==> src/rtl/gs_pwm_pkg.sv <==
package gs_pwm_pkg;

    localparam int CH_COUNT   = 16;
    localparam int LEVEL_BITS = 12;

    // Frame phase of the shared counter.
    typedef enum logic [1:0] {
        PH_BLANKED = 2'd0,
        PH_RUN     = 2'd1,
        PH_DONE    = 2'd2
    } phase_e;

    // A channel is lit when the frame is still live and count is below its code.
    function automatic logic lit(input phase_e ph, input logic [31:0] cnt,
                                 input logic [31:0] code);
        return (ph != PH_DONE) && (cnt < code);
    endfunction

endpackage

==> src/rtl/gs_counter.sv <==
module gs_counter
    import gs_pwm_pkg::*;
#(
    parameter int GS_W = LEVEL_BITS
) (
    input  logic            clk,
    input  logic            rst,
    input  logic            blank,
    output logic [GS_W-1:0] cnt,
    output phase_e          phase
);
    localparam logic [GS_W-1:0] CNT_TOP = {GS_W{1'b1}};

    always_ff @(posedge clk) begin
        if (rst || blank) begin
            cnt   <= '0;
            phase <= PH_BLANKED;
        end else begin
            case (phase)
                PH_DONE: begin
                    cnt   <= cnt;
                    phase <= PH_DONE;
                end
                default: begin
                    if (cnt == CNT_TOP) begin
                        phase <= PH_DONE;
                    end else begin
                        cnt   <= cnt + 1'b1;
                        phase <= PH_RUN;
                    end
                end
            endcase
        end
    end

endmodule

==> src/rtl/gs_level_latch.sv <==
module gs_level_latch
    import gs_pwm_pkg::*;
#(
    parameter int NUM_CH = CH_COUNT,
    parameter int GS_W   = LEVEL_BITS
) (
    input  logic                             clk,
    input  logic                             rst,
    input  logic                             blank,
    input  logic [NUM_CH*GS_W-1:0]           bus,
    output logic [NUM_CH-1:0][GS_W-1:0]      lvl
);
    for (genvar n = 0; n < NUM_CH; n++) begin : g_ch
        always_ff @(posedge clk) begin
            if (rst) begin
                lvl[n] <= '0;
            end else if (blank) begin
                lvl[n] <= bus[n*GS_W +: GS_W];
            end
        end
    end

endmodule

==> src/rtl/gs_stagger.sv <==
module gs_stagger
    import gs_pwm_pkg::*;
#(
    parameter int NUM_CH = CH_COUNT,
    parameter int GS_W   = LEVEL_BITS
) (
    input  logic                        clk,
    input  logic                        rst,
    input  logic                        blank,
    input  logic [GS_W-1:0]             cnt,
    input  phase_e                      phase,
    input  logic [NUM_CH-1:0][GS_W-1:0] lvl,
    output logic [NUM_CH-1:0]           staged
);
    for (genvar n = 0; n < NUM_CH; n++) begin : g_ch
        logic cmp_q;

        always_ff @(posedge clk) begin
            if (rst || blank) begin
                cmp_q <= 1'b0;
            end else begin
                cmp_q <= lit(phase, 32'(cnt), 32'(lvl[n]));
            end
        end

        if (n == 0) begin : g_direct
            assign staged[n] = cmp_q;
        end else begin : g_delay
            logic [n-1:0] dly_q;
            always_ff @(posedge clk) begin
                if (rst || blank) begin
                    dly_q <= '0;
                end else begin
                    dly_q[0] <= cmp_q;
                    for (int k = 1; k < n; k++) begin
                        dly_q[k] <= dly_q[k-1];
                    end
                end
            end
            assign staged[n] = dly_q[n-1];
        end
    end

endmodule

==> src/rtl/gs_pwm_engine.sv <==
module gs_pwm_engine
    import gs_pwm_pkg::*;
#(
    parameter int NUM_CH = CH_COUNT,
    parameter int GS_W   = LEVEL_BITS
) (
    input  logic                   gsclk,
    input  logic                   rst,
    input  logic                   blank,
    input  logic [NUM_CH*GS_W-1:0] level_bus,
    output logic [NUM_CH-1:0]      ch_on
);
    logic [GS_W-1:0]             cnt_q;
    phase_e                      phase_q;
    logic [NUM_CH-1:0][GS_W-1:0] lvl_q;
    logic [NUM_CH-1:0]           staged;

    gs_counter #(.GS_W(GS_W)) u_cnt (
        .clk   (gsclk),
        .rst   (rst),
        .blank (blank),
        .cnt   (cnt_q),
        .phase (phase_q)
    );

    gs_level_latch #(.NUM_CH(NUM_CH), .GS_W(GS_W)) u_lat (
        .clk   (gsclk),
        .rst   (rst),
        .blank (blank),
        .bus   (level_bus),
        .lvl   (lvl_q)
    );

    gs_stagger #(.NUM_CH(NUM_CH), .GS_W(GS_W)) u_stg (
        .clk    (gsclk),
        .rst    (rst),
        .blank  (blank),
        .cnt    (cnt_q),
        .phase  (phase_q),
        .lvl    (lvl_q),
        .staged (staged)
    );

    assign ch_on = staged & {NUM_CH{~blank}};

endmodule

==> config.mk <==
export PLATFORM = sky130hd
export DESIGN_NAME = gs_pwm_engine
export DESIGN_NICKNAME = d
export VERILOG_FILES = /design/src/rtl/gs_pwm_pkg.sv /design/src/rtl/gs_counter.sv /design/src/rtl/gs_level_latch.sv /design/src/rtl/gs_stagger.sv /design/src/rtl/gs_pwm_engine.sv
export SDC_FILE = /design/constraint.sdc
export NUM_CORES = 1
export LEC_CHECK = 0
export BUFFER_PORTS_ARGS = -buffer_cell sky130_fd_sc_hd__clkbuf_2
export CAP_MARGIN = 20
export CORE_ASPECT_RATIO = 1.1
export CORE_MARGIN = 2
export CORE_UTILIZATION = 45
export DETAILED_ROUTE_END_ITERATION = 8
export PLACE_DENSITY = 0.75
export SETUP_SLACK_MARGIN = 0.1
export SLEW_MARGIN = 30
export SYNTH_ARGS = -nofsm -noshare
export SYNTH_HDL_FRONTEND = slang
export SYNTH_SLANG_ARGS = --single-unit
==> constraint.sdc <==
create_clock -name gsclk -period 2.2 [get_ports gsclk]
set_input_delay 0 -clock gsclk [delete_from_list [all_inputs] [get_ports gsclk]]
set_output_delay 0 -clock gsclk [all_outputs]
set_load 0.01 [all_outputs]
Yosys cells after proc, flatten, opt, wreduce, memory -nomap -nowiden
Index checks and enable logic that the tools add are counted.
Widths: inputs -> output; s select.
{ "op_classes": {"addsub": 1, "mul": 0, "div_mod_pow": 0, "order_cmp": 16, "eq_ne": 3, "shifts": 0, "n_mux": 2, "bitwise": 4, "reduce_logical": 19} }
{ "op_table": {"columns": ["operator", "n"], "rows": [
  ["$lt 12x12->1", 16],
  ["$and 16x16->16", 1],
  ["$logic_and 1x1->1", 16],
  ["$add 12x1->12 const B", 1],
  ["$eq 12x12->1 const B", 1],
  ["$mux 2", 2],
  ["$not 1->1", 3],
  ["$eq 2x2->1 const B", 1],
  ["$ne 2x2->1 const B", 1],
  ["$reduce_and 2->1", 1],
  ["$reduce_or 2->1", 1],
  ["$logic_or 1x1->1", 1]
]} }
{ "totals": {"regBits": 342, "latch_bits": 0, "ramBits": 0, "rom_bits": 0, "in_bits": 195, "output_inout_bits": 16, "elab_cells": 95, "n_memories": 0} }

Logic depth before layout (Yosys ltp)
Gate-level depths: netlist of the first run.
{ "depth": {"depth_word": 3, "mapped_depth": 6, "ltp_nobuf": 6} }

Hierarchy
From an unflattened synthesis of the first run, not the netlist that was laid out.
{ "unflattened": {"hier_cells": 1605, "hier_area_um2": 15902.8} }
{ "by_module_without_submodules": {"columns": ["mod", "n_inst", "cells_per_inst", "area_per_inst_um2", "seq_area_each_um2"], "rows": [
  ["gs_stagger", 1, 892, 8092.8, 2722.6],
  ["gs_level_latch", 1, 619, 7000.5, 3843.7],
  ["gs_counter", 1, 77, 665.6, 280.3],
  ["gs_pwm_engine", 1, 17, 143.9, 0.0]
]} }

Worst setup path after synthesis of the first run
Ideal clock, no wire load.
{ "synth_timing": {"path_kind": "flip-flop to flip-flop", "start": "register u_cnt.cnt[7]", "end": "register u_stg.g_ch[14].cmp_q", "setup_ns": 0.112, "arrival_time_ns": 1.845, "t_required_ns": 2.088, "slack_ns": 0.243, "path_stages_with_launch": 6, "period_less_slack_ns": 1.957, "cell_sequence": "dfxtp_1 > ha_1 > and2_0 > a221oi_1 > o21ai_0 > a2111oi_1"} }
{ "synth_via": {"elab_chain_len": 2} }
{ "synth_lines": {"columns": ["item", "line_no", "source"], "rows": [
  ["start, declared", "gs_counter.sv:9", "output logic [GS_W-1:0] cnt,"],
  ["start signal, assigned", "gs_counter.sv:21", "cnt <= cnt;"],
  ["start signal, assigned", "gs_counter.sv:28", "cnt <= cnt + 1'b1;"],
  ["$lt 12x12->1", "gs_pwm_pkg.sv:16", "return (ph != PH_DONE) && (cnt < code);"],
  ["$logic_and 1x1->1", "gs_pwm_pkg.sv:16", null],
  ["end signal, assigned", "gs_stagger.sv:22", "cmp_q <= lit(phase, 32'(cnt), 32'(lvl[n]));"],
  ["end, declared", "gs_stagger.sv:16", "logic cmp_q;"]
]} }
Every way passes these cells.
A chain may end at the register's enable or synchronous reset.

Worst setup path in the final report of the first run
{ "layout_timing": {"start": "register u_cnt.cnt[7]", "end": "register u_stg.g_ch[8].cmp_q"} }
{ "layout_via": {"elab_chain_len": 2} }
{ "layout_lines": {"columns": ["item", "line_no"], "rows": [
  ["$lt 12x12->1", "gs_pwm_pkg.sv:16"],
  ["$logic_and 1x1->1", "gs_pwm_pkg.sv:16"],
  ["end signal, assigned", "gs_stagger.sv:22"],
  ["end, declared", "gs_stagger.sv:16"]
]} }
Every way passes these cells.

==> summary.md, run 1 <==
| Metric | Value |
|---|---|
| Vias/cell | `5.13` |
| Max Slew Vio Count | `0` |
| Avg Inst Size Synth | `9.90 sq um` |
| Top cell type's share of synthesized area | `0.445` |
| Final setup viols | `0` |
| P_leak | `9.98 nW` |
| Synth async-reset ratio | `0` |
| FF-to-FF setup slack | `0.21 ns` |
| Sequential area share after synthesis | `0.445` |
| Top_reg_cell synth | `dfxtp_1` |
| Vias in the first global route | `13400` |
| Reg-to-Reg End | `u_stg.g_ch[8].cmp_q$_SDFF_PP0_` |
| Hold slack | `0.0205 ns` |
| Crit path capture type | `register` |
| RSZ-0062 raised after global routing | `true` |
| DP HPWL | `25600 microns` |
| Die Height | `198 microns` |
| Root buffer cell | `clkbuf_16` |
| DRT Pass-1 Iters | `4` |
| Fin worst setup slack | `0.209 ns` |
| Number of remaining DRC errors | `0` |
| Skew-Pair Late Insertion Delay | `0.53 ns` |
| Peak VDD IR | `0.582 mV` |
| Placeable Area | `0.0339 sq mm` |
| Max cap viols | `0` |
| Status | `complete, no violations` |
| Netlist cell types | `46` |
| Die width | `180 microns` |
| GRT overflow | `0` |
| Final setup TNS | `0 ns` |
| Reg2reg start | `u_cnt.cnt[7]$_SDFFE_PP0P_` |
| Worst Skew | `0.0189 ns` |
| Worst-Margin Slew | `0.650 ns` |
| Cell Count, Final, Fillers Out | `2487` |
| Power density over cell area | `683 mW/mm^2` |
| Initial antenna violation count | `2` |
| Vias | `12800` |
| Synth cell count leaders | `342 x dfxtp_1, 202 x nor2_1, 192 x mux2i_1` |
| FP Rows | `71` |
| Num ports | `211` |
| Synth warn | `0` |
| Largest net degree at the start of global routing | `94` |
| Fmax | `0.502 GHz` |
| Post-route ant nets | `0` |
| Share of cells above drive strength 1 | `0.151` |
| Sink Count | `342` |
| Area leader, netlist | `dfxtp_1` |
| Register area | `0.00685 sq mm` |
| Reg2Reg Depth | `6` |
| Synth Register Bits | `342` |
| Startpoint Class | `register` |
| GRT Total Usage | `0.240` |
| Fin nets | `2396` |
| Crit path DAT | `2.42 ns` |
| Final worst-path cycle share | `0.905` |
| Hold Path Class | `in2reg` |
| Wire per inst | `17.4 microns` |
| Fillcell total | `2695` |
| Crit path from | `u_cnt.cnt[7]$_SDFFE_PP0P_` |
| Fin. Hold Viols | `0` |
| Area growth from synthesis to layout | `34.8%` |
| Detailed Route Iter0 Violations | `607` |
| Crit path to | `u_stg.g_ch[8].cmp_q$_SDFF_PP0_` |
| Final core occ | `0.611` |
| Setup Buffers After CTS | `0` |
| I/O Buffers | `210` |
| Crit-path max FO | `12` |
| H-tree depth | `2` |
| Synth Net Count | `1927` |
| Slew HR | `0.566` |
| CTS tree | `yes` |
| Tmin final | `1.99 ns` |
| Initial core utilization | `0.453` |
| Synth Cell Area | `0.0154 sq mm` |
| Die Area | `0.0357 sq mm` |
| GP Congestion | `0.874` |
| Drt total wl | `43400 microns` |
| Cells after Synth | `1555` |
| Total CTS buffers | `35` |
| Dpl ws | `0.178 ns` |
| Placed Instances | `2176` |
| Multi-input gate area | `0.00764 sq mm` |
| Post-synth EDFFs | `0` |
| CTS clk-pin slew, worst paths | `0.06 ns` |
| First-pass GRT wire length | `68500 microns` |
| Top-count cell post-synth | `dfxtp_1` |
| Worst Path Required | `2.62 ns` |
| Top cells by area, synth | `dfxtp_1 44%, ha_1 14%, mux2i_1 12%` |
| Critical path class | `reg2reg` |
| Hold depth | `4` |
| Max clock buf depth | `3` |
state kept, by name, summed over array words and instances, names as in the netlist:
| register | cells |
|---|---|
| u_lat.lvl | 192 |
| u_cnt.cnt | 12 |
| u_stg.g_ch.cmp_q | 16 |
| u_cnt.phase | 2 |
| u_stg.g_ch.g_delay.dly_q | 120 |
worst min path at each step:
stage / slack [ns] / start / to
detailed placement: 0.24 / level_bus[129] / u_lat.lvl[129]$_SDFFE_PP0P_
global placement: 0.23 / level_bus[114] / u_lat.lvl[114]$_SDFFE_PP0P_
CTS: 0.01 / blank / u_cnt.cnt[10]$_SDFFE_PP0P_
floorplan: 0.15 / level_bus[100] / u_lat.lvl[100]$_SDFFE_PP0P_
finish: 0.02 / blank / u_cnt.cnt[10]$_SDFFE_PP0P_
global route: 0.07 / blank / u_cnt.cnt[10]$_SDFFE_PP0P_
final cells by class:
type	instances	area share
antenna	2	0.000241
clock buffer	48	0.0470
clock inverter	12	0.00718
inverter	180	0.0326
multi-input combinational	972	0.368
sequential	342	0.330
tap	438	0.0264
timing repair buffer	493	0.188
per-stage QoR:
stage / instance area, sq um / total power, mW
after floorplan: 15400 / 7.45
after detailed placement: 17100 / 7.91
final: 20700 / 14.2
after global placement: 17100 / 7.85
after global routing: 20700 / 14.7
after CTS: 20700 / 14.1
cell usage in the layout, fill, tap and decap left out, drive strengths merged, types with 10 or more instances in the layout:
| cell type | n |
|---|---|
| a2111oi | 16 |
| a211o | 12 |
| a21o | 30 |
| a21oi | 28 |
| a221oi | 12 |
| a31oi | 14 |
| and2 | 134 |
| and4 | 14 |
| buf | 36 |
| clkbuf | 256 |
| dfxtp | 342 |
| dlygate4sd3 | 249 |
| ha | 177 |
| inv | 183 |
| mux2i | 192 |
| nand2b | 17 |
| nand3 | 10 |
| nand4 | 11 |
| nor2 | 202 |
| nor2b | 30 |
| o2111ai | 12 |
| o21ai | 18 |
cell families (layout without fill, tap and decap cells):
logic type                 count (synthesis)  after routing  synth area share
and+or+nand+nor                          443            443             0.149
DFF                                      342            342             0.445
buffers and inverters                    241            733            0.0611
muxes                                    192            192             0.125
adders and majority gates                177            177             0.144
AOI/OAI and AO/OA                        159            159            0.0758
xor gates and xnor gates                   1              1          0.000569
other                                      0              2                 0
critical path: stages, from the launching register on:
cell,delay (ns)
dfxtp_1,0.34
buf_6,0.21
ha_1,0.29
and2_0,0.20
a221oi_1,0.33
o21ai_1,0.15
a2111oi_2,0.36
per-layer routing:
metal | GRT usage | up-vias | part of all wire | wire length (microns)
li1 | - | 6180 | - | -
met1 | 0.273 | 5936 | 0.40 | 17400
met2 | 0.416 | 464 | 0.48 | 20900
met3 | 0.0434 | 187 | 0.054 | 2330
met4 | 0.154 | 0 | 0.064 | 2760
met5 | 0 | - | 0 | 0
report_power, final:
group | switching (mW) | internal [mW] | total, mW
logic | 0.772 | 0.873 | 1.65
clock network | 2.47 | 3.46 | 5.94
registers | 0.141 | 6.44 | 6.58
what timing repair did:
action	4_1_cts	5_1_grt
endpoints found under the hold margin	192	0
endpoints found under the setup margin	0	11
resized for setup	0	11
hold buffers	249	0
No activity file was read; power rests on OpenSTA's default activity.
==> run 2: changes to the inputs <==
- REMOVE_ABC_BUFFERS: default -> 1
==> run 2 against run 1 <==
- clock skew decreased by 0.0018 ns
- total power decreased by 2.4%
- non-clock buffer count decreased by 53
- die area unchanged
- final cell count decreased by 2.1%
==> summary.md, run 2 (same netlist as run 1, synthesis figures left out) <==
| Metric | Value |
|---|---|
| Fin. Hold Viols | `0 (unchanged)` |
| Sw frac | `0.236 (-0.00359)` |
| Vias | `12400 (-3.0%)` |
| Area growth from synthesis to layout | `31.1%` |
| Worst Skew | `0.0171 ns (-0.00182 ns)` |
| H-tree depth | `2 (unchanged)` |
| Root buffer cell | `clkbuf_16` |
| Top reg by flops | `u_lat.lvl` |
| Final setup viols | `0 (unchanged)` |
| Wire per inst | `16.8 microns (-3.6%)` |
| Crit path DAT | `2.40 ns (-0.02 ns)` |
| Max clock buf depth | `3 (unchanged)` |
| Crit-path max FO | `8 (-4)` |
| Switch Pwr | `3.26 mW (-3.9%)` |
| CP delay by family, top | `compound AO/OA/AOI/OAI gates` |
| Num ports | `211 (unchanged)` |
| Final core occ | `0.595 (-0.0164)` |
| CTS tree | `yes` |
| RSZ-0062 raised after global routing | `false` |
| Die Area | `0.0357 sq mm (unchanged)` |
| Vias/cell | `5.08 (-0.98%)` |
| Uppermost layer routed | `met4` |
| Die Height | `198 microns (unchanged)` |
| GP Congestion | `0.865 (-1.0%)` |
| Fillcell total | `2790 (+3.5%)` |
| Drt total wl | `40900 microns (-5.6%)` |
| Vias in the first global route | `12800 (-4.6%)` |
| Final setup TNS | `0 ns (unchanged)` |
| Tmin final | `2.02 ns (+0.0295 ns)` |
| Crit path capture type | `register` |
| Post-route ant nets | `0 (unchanged)` |
| First-pass GRT wire length | `65200 microns (-4.8%)` |
| Worst-Margin Slew | `0.930 ns (+0.279 ns)` |
| Detailed Route Iter0 Violations | `612 (+0.82%)` |
| Placed instance area | `0.0171 sq mm (about the same)` |
| Max incr delay on CP | `0.48 ns (+0.12 ns)` |
| Met2 Routed Length | `20100 microns (-3.8%)` |
| Critical path, cell by cell | `buf_4, ha_1, and2_1, a221oi_1, o21ai_1, a2111oi_1` |
| Internal power | `10.6 mW (-2.0%)` |
| Worst Path Required | `2.58 ns (-0.04 ns)` |
| Critical path class | `reg2reg` |
| GRT overflow | `0 (unchanged)` |
| Placed Instances | `2174 (-0.092%)` |
| GRT Total Usage | `0.228 (-0.0123)` |
| Fin nets | `2344 (-2.2%)` |
| Placeable Area | `0.0339 sq mm (unchanged)` |
| Number of remaining DRC errors | `0 (unchanged)` |
| Fmax | `0.495 GHz (-1.5%)` |
| Initial core utilization | `0.453 (unchanged)` |
| Hold Path Class | `in2reg` |
| Logic pwr share | `0.110 (-0.006)` |
| Slowest CP cell | `a2111oi_1` |
| FP Rows | `71 (unchanged)` |
| Status | `complete, no violations` |
| Die width | `180 microns (unchanged)` |
| Most common cell after layout, fill and taps aside | `dfxtp_1` |
| P_leak | `9.69 nW (-2.9%)` |
| Peak VDD IR | `0.585 mV (+0.65%)` |
| Startpoint Class | `register` |
| Wl on met1 | `17500 microns (+0.37%)` |
| Max Slew Vio Count | `0 (unchanged)` |
| Max cap viols | `0 (unchanged)` |
| I/O Buffers | `210 (unchanged)` |
| Power density over cell area | `685 mW/mm^2 (+0.27%)` |
| Largest net degree at the start of global routing | `187 (+99%)` |
| CTS clk-pin slew, worst paths | `0.06 ns (about the same)` |
| Final worst-path cycle share | `0.919 (+0.0134)` |
| Most frequent cells in the layout | `331 x dfxtp_1, 208 x clkbuf_2, 201 x nor2_1, 198 x dlygate4sd3_1, 192 x mux2i_1` |
| Max reg flops | `192 (unchanged)` |
| Clock share of power | `0.414 (-0.005)` |
| Sequential share of power | `0.476 (+0.011)` |
| CP Buf/Inv Count | `1 (unchanged)` |
| Cell Count, Final, Fillers Out | `2435 (-2.1%)` |
| FF-to-FF setup slack | `0.18 ns (-0.03 ns)` |
| Total CTS buffers | `36 (+2.9%)` |
| Cell area after layout | `0.0202 sq mm (-2.7%)` |
| Largest regs | `u_lat.lvl (192), u_stg.g_ch.g_delay.dly_q (120), u_stg.g_ch.cmp_q (16)` |
| Initial antenna violation count | `1 (-1)` |
| DP HPWL | `25800 microns (+1.0%)` |
| Slew HR | `0.380 (-0.186)` |
| Sink Count | `342 (unchanged)` |
| Length of routed met3 wiring | `1820 microns (-22%)` |
| Share of cells above drive strength 1 | `0.157 (+0.00636)` |
| Skew-Pair Late Insertion Delay | `0.52 ns (about the same)` |
| DRT Pass-1 Iters | `5 (+1)` |
run 2: cell types whose count changed in the layout (fill, tap and decap cells not counted), sizes merged:
cell         change
dlygate4sd3     -51
clkbuf           +6
bufinv           -3
inv              -3
buf              -2
clkinv           +2
diode            -1
run 2: worst paths after layout:
kind                                                                start                                        end  cells after the start
worst max-delay path                            u_cnt.cnt[6]$_SDFFE_PP0P_            u_stg.g_ch[11].cmp_q$_SDFF_PP0_                      6
worst max register to register                  u_cnt.cnt[6]$_SDFFE_PP0P_            u_stg.g_ch[11].cmp_q$_SDFF_PP0_                      6
worst min register to register  u_stg.g_ch[4].g_delay.dly_q[0]$_SDFF_PP0_  u_stg.g_ch[4].g_delay.dly_q[1]$_SDFF_PP0_                      1
worst min-delay path                                       level_bus[123]                u_lat.lvl[123]$_SDFFE_PP0P_                      4
run 2: power by group through the flow:
stage	Combinational (mW)	Sequential (mW)	Clock (mW)
4_1_cts	1.49	6.57	5.84
2_1_floorplan	0.656	6.66	0
6_report	1.52	6.57	5.73
3_5_place_dp	1.20	6.70	0
3_3_place_gp	1.16	6.70	0
5_1_grt	1.68	6.59	6.10
run 2: cell type report:
class,count,area (sq um),area share
Tap cell,438,548,0.0272
Clock inverter,8,46.3,0.00229
Inverter,180,676,0.0335
Sequential cell,342,6860,0.340
Multi-Input combinational cell,972,7620,0.377
Clock buffer,54,1060,0.0525
Antenna cell,1,2.50,0.000124
Timing Repair Buffer,440,3370,0.167
run 2: repair_timing:
action / in CTS / in global routing
resized for setup: 1 / 4
hold buffers: 198 / 0
setup buffers: 0 / 0
pin swaps: 0 / 1
endpoints found under the hold margin: 210 / 0
setup endpoints to repair: 1 / 5
run 2: metrics by stage:
stage | power (mW) | hold WS [ns] | setup slack, ns
after floorplan | 7.31 | 0.0464 | -1.90
after global placement | 7.86 | 0.233 | 0.295
after detailed placement | 7.91 | 0.243 | 0.0980
after CTS | 13.9 | 0.241 | 0.100
after global routing | 14.4 | 0.266 | 0.0536
final | 13.8 | 0.255 | 0.179
run 2: worst register-to-register path, delay by kind of cell (launching register included):
family / cells / cell delay (ns)
AO/OA/AOI/OAI: 3 / 0.85
adder cells (fa/ha/maj): 1 / 0.28
buffers and inverters: 1 / 0.24
flip-flops: 1 / 0.38
AND/OR/NAND/NOR: 1 / 0.15
run 2: layer usage:
metal  vias to the layer above  global-route usage
met5                         -                   0
met4                         0               0.100
met3                       116              0.0390
met2                       373               0.398
met1                      5798               0.275
li1                       6091                   -
==> run 3: changes to the inputs <==
- BUFFER_PORTS_ARGS: -buffer_cell sky130_fd_sc_hd__clkbuf_2 -> -buffer_cell sky130_fd_sc_hd__buf_4
- PLACE_DENSITY: 0.75 -> default
- PLACE_DENSITY_LB_ADDON: default -> 0.15
==> run 3 against run 2 <==
- cell area is 3.3% higher
- first-iteration DRC count is 17% lower
- sequential cell count stayed put
- via count is 3.7% lower
- die area stayed put
==> summary.md, run 3 (same netlist as run 1, synthesis figures left out) <==
| Metric | Value |
|---|---|
| Crit path from | `u_cnt.cnt[7]$_SDFFE_PP0P_` |
| Reg2Reg Depth | `6 (unchanged)` |
| Tmin final | `1.95 ns (-0.0680 ns)` |
| Status | `complete, no violations` |
| Crit path capture type | `register` |
| Max incr delay on CP | `0.39 ns (-0.09 ns)` |
| Fin worst setup slack | `0.247 ns (+0.0680 ns)` |
| Slowest CP cell | `dfxtp_4` |
| Cell area after layout | `0.0208 sq mm (+3.3%)` |
| Die Height | `198 microns (unchanged)` |
| First-pass GRT wire length | `61000 microns (-6.4%)` |
| GRT Total Usage | `0.212 (-0.0154)` |
| Final setup viols | `0 (unchanged)` |
| Num ports | `211 (unchanged)` |
| RSZ-0062 raised after global routing | `true` |
| Worst Skew | `0.00990 ns (-0.00721 ns)` |
| Critical path class | `reg2reg` |
| Max Slew Vio Count | `0 (unchanged)` |
| Max cap viols | `0 (unchanged)` |
| DP HPWL | `24500 microns (-5.2%)` |
| Root buffer cell | `clkbuf_16` |
| Placed Instances | `2176 (+0.092%)` |
| Initial antenna violation count | `1 (unchanged)` |
| FF-to-FF setup slack | `0.25 ns (+0.07 ns)` |
| Crit path DAT | `2.35 ns (-0.05 ns)` |
| Fin. Hold Viols | `0 (unchanged)` |
| Crit-path max FO | `6 (-2)` |
| Sink Count | `342 (unchanged)` |
| Skew-Pair Late Insertion Delay | `0.51 ns (about the same)` |
| Detailed Route Iter0 Violations | `510 (-17%)` |
| Largest net degree at the start of global routing | `144 (-23%)` |
| CTS clk-pin slew, worst paths | `0.06 ns (about the same)` |
| Fmax | `0.512 GHz (+3.5%)` |
| Max clock buf depth | `3 (unchanged)` |
| Cell Count, Final, Fillers Out | `2440 (+0.21%)` |
| Power density over cell area | `692 mW/mm^2 (+1.1%)` |
| Max reg flops | `192 (unchanged)` |
| Top reg by flops | `u_lat.lvl` |
| Die width | `180 microns (unchanged)` |
| Critical path, cell by cell | `buf_4, ha_1, and2_1, a221oi_1, o21ai_1, a2111oi_0` |
| Wire per inst | `15.6 microns (-7.4%)` |
| H-tree depth | `2 (unchanged)` |
| Hold Path Class | `in2reg` |
| Largest regs | `u_lat.lvl (192), u_stg.g_ch.g_delay.dly_q (120), u_stg.g_ch.cmp_q (16)` |
| Slew HR | `0.507 (+0.127)` |
| GRT overflow | `0 (unchanged)` |
| Area growth from synthesis to layout | `35.4%` |
| Min-delay src | `level_bus[186]` |
| Reg-to-Reg End | `u_stg.g_ch[12].cmp_q$_SDFF_PP0_` |
| Placeable Area | `0.0339 sq mm (unchanged)` |
| Startpoint Class | `register` |
| Register area | `0.00687 sq mm (about the same)` |
| GP Congestion | `0.783 (-9.4%)` |
| Vias in the first global route | `12000 (-6.4%)` |
| Fin nets | `2347 (+0.13%)` |
| Vias/cell | `4.89 (-3.9%)` |
| I/O Buffers | `210 (unchanged)` |
| Peak VDD IR | `0.661 mV (+13%)` |
| CTS tree | `yes` |
| Reg2reg start | `u_cnt.cnt[7]$_SDFFE_PP0P_` |
| Initial core utilization | `0.453 (unchanged)` |
| Vias | `11900 (-3.7%)` |
| Drt total wl | `38000 microns (-7.2%)` |
| Placed instance area | `0.0176 sq mm (+3.1%)` |
| Post-route ant nets | `0 (unchanged)` |
| Share of cells above drive strength 1 | `0.160 (+0.00311)` |
| Hold Path End | `u_lat.lvl[186]$_SDFFE_PP0P_` |
| Dpl ws | `0.126 ns (+0.0282 ns)` |
| Most common cell after layout, fill and taps aside | `dfxtp_1` |
| FP Rows | `71 (unchanged)` |
| Hold depth | `4 (unchanged)` |
| Die Area | `0.0357 sq mm (unchanged)` |
| Worst-Margin Slew | `0.739 ns (-0.191 ns)` |
| Worst Path Required | `2.60 ns (+0.02 ns)` |
| Number of remaining DRC errors | `0 (unchanged)` |
| Multi-input gate area | `0.00762 sq mm (about the same)` |
| Fillcell total | `2788 (-0.072%)` |
| Final worst-path cycle share | `0.888 (-0.0309)` |
| Total CTS buffers | `38 (+5.6%)` |
| DRT Pass-1 Iters | `4 (-1)` |
| Most frequent cells in the layout | `331 x dfxtp_1, 236 x buf_4, 201 x nor2_1, 195 x dlygate4sd3_1, 192 x mux2i_1` |
| P_leak | `9.89 nW (+2.0%)` |
-- run 3: cell types whose count changed in the layout (fill, tap and decap cells not counted), sizes merged --
| cell | previous run | this run |
|---|---|---|
| dlygate4sd3 | 198 | 195 |
| bufinv | 0 | 3 |
| clkbuf | 262 | 57 |
| inv | 180 | 181 |
| clkinv | 7 | 4 |
| buf | 34 | 246 |
-- run 3: cell type report --
type | count | share of cell area
Inverter | 180 | 0.0324
Clock inverter | 9 | 0.00606
Clock buffer | 57 | 0.0534
Antenna cell | 1 | 0.000120
Sequential cell | 342 | 0.329
Multi-Input combinational cell | 972 | 0.365
Timing Repair Buffer | 441 | 0.187
Tap cell | 438 | 0.0263
-- run 3: worst max path at each step --
stage	to	slack (ns)	cells after the start
finish	u_stg.g_ch[12].cmp_q$_SDFF_PP0_	0.25	6
global route	u_stg.g_ch[9].cmp_q$_SDFF_PP0_	0.10	6
CTS	u_stg.g_ch[12].cmp_q$_SDFF_PP0_	0.12	6
detailed placement	u_stg.g_ch[10].cmp_q$_SDFF_PP0_	0.13	6
global placement	u_stg.g_ch[10].cmp_q$_SDFF_PP0_	0.19	6
floorplan	u_stg.g_ch[14].cmp_q$_SDFF_PP0_	-1.90	3
-- run 3: worst max-delay path: cells and delay by family, from the launching register on --
kind / cells / cell delay [ns]
flip-flops: 1 / 0.39
buffers and inverters: 1 / 0.18
AO/OA/AOI/OAI: 3 / 0.79
adder cells (fa/ha/maj): 1 / 0.30
AND/OR/NAND/NOR: 1 / 0.18
-- run 3: timing repair --
item	4_1_cts	5_1_grt
endpoints found under the setup margin	0	11
buffers inserted	0	2
endpoints found under the hold margin	199	0
hold buffers	195	0
resized for setup	0	6
-- run 3: where the power goes --
| group | switching (mW) | internal, mW |
|---|---|---|
| sequential | 0.124 | 6.44 |
| clock | 2.45 | 3.84 |
| combinational | 0.686 | 0.886 |
-- run 3: layer usage --
layer,vias up,share of wire,track usage
met2,241,0.47,0.367
met4,0,0.035,0.0857
li1,6091,-,-
met1,5506,0.45,0.266
met3,83,0.037,0.0315
met5,-,0,0
-- run 3: stage by stage --
| stage | utilization | total power, mW | hold WS, ns | TNS [ns] |
|---|---|---|---|---|
| 6_report | 0.614 | 14.4 | 0.259 | 0 |
| 5_1_grt | 0.614 | 15.1 | 0.265 | 0 |
| 4_1_cts | 0.613 | 14.6 | 0.237 | 0 |
| 3_5_place_dp | 0.519 | 7.99 | 0.240 | 0 |
| 3_3_place_gp | 0.519 | 7.95 | 0.232 | 0 |
| 2_1_floorplan | - | 7.31 | 0.0464 | -119.57 |
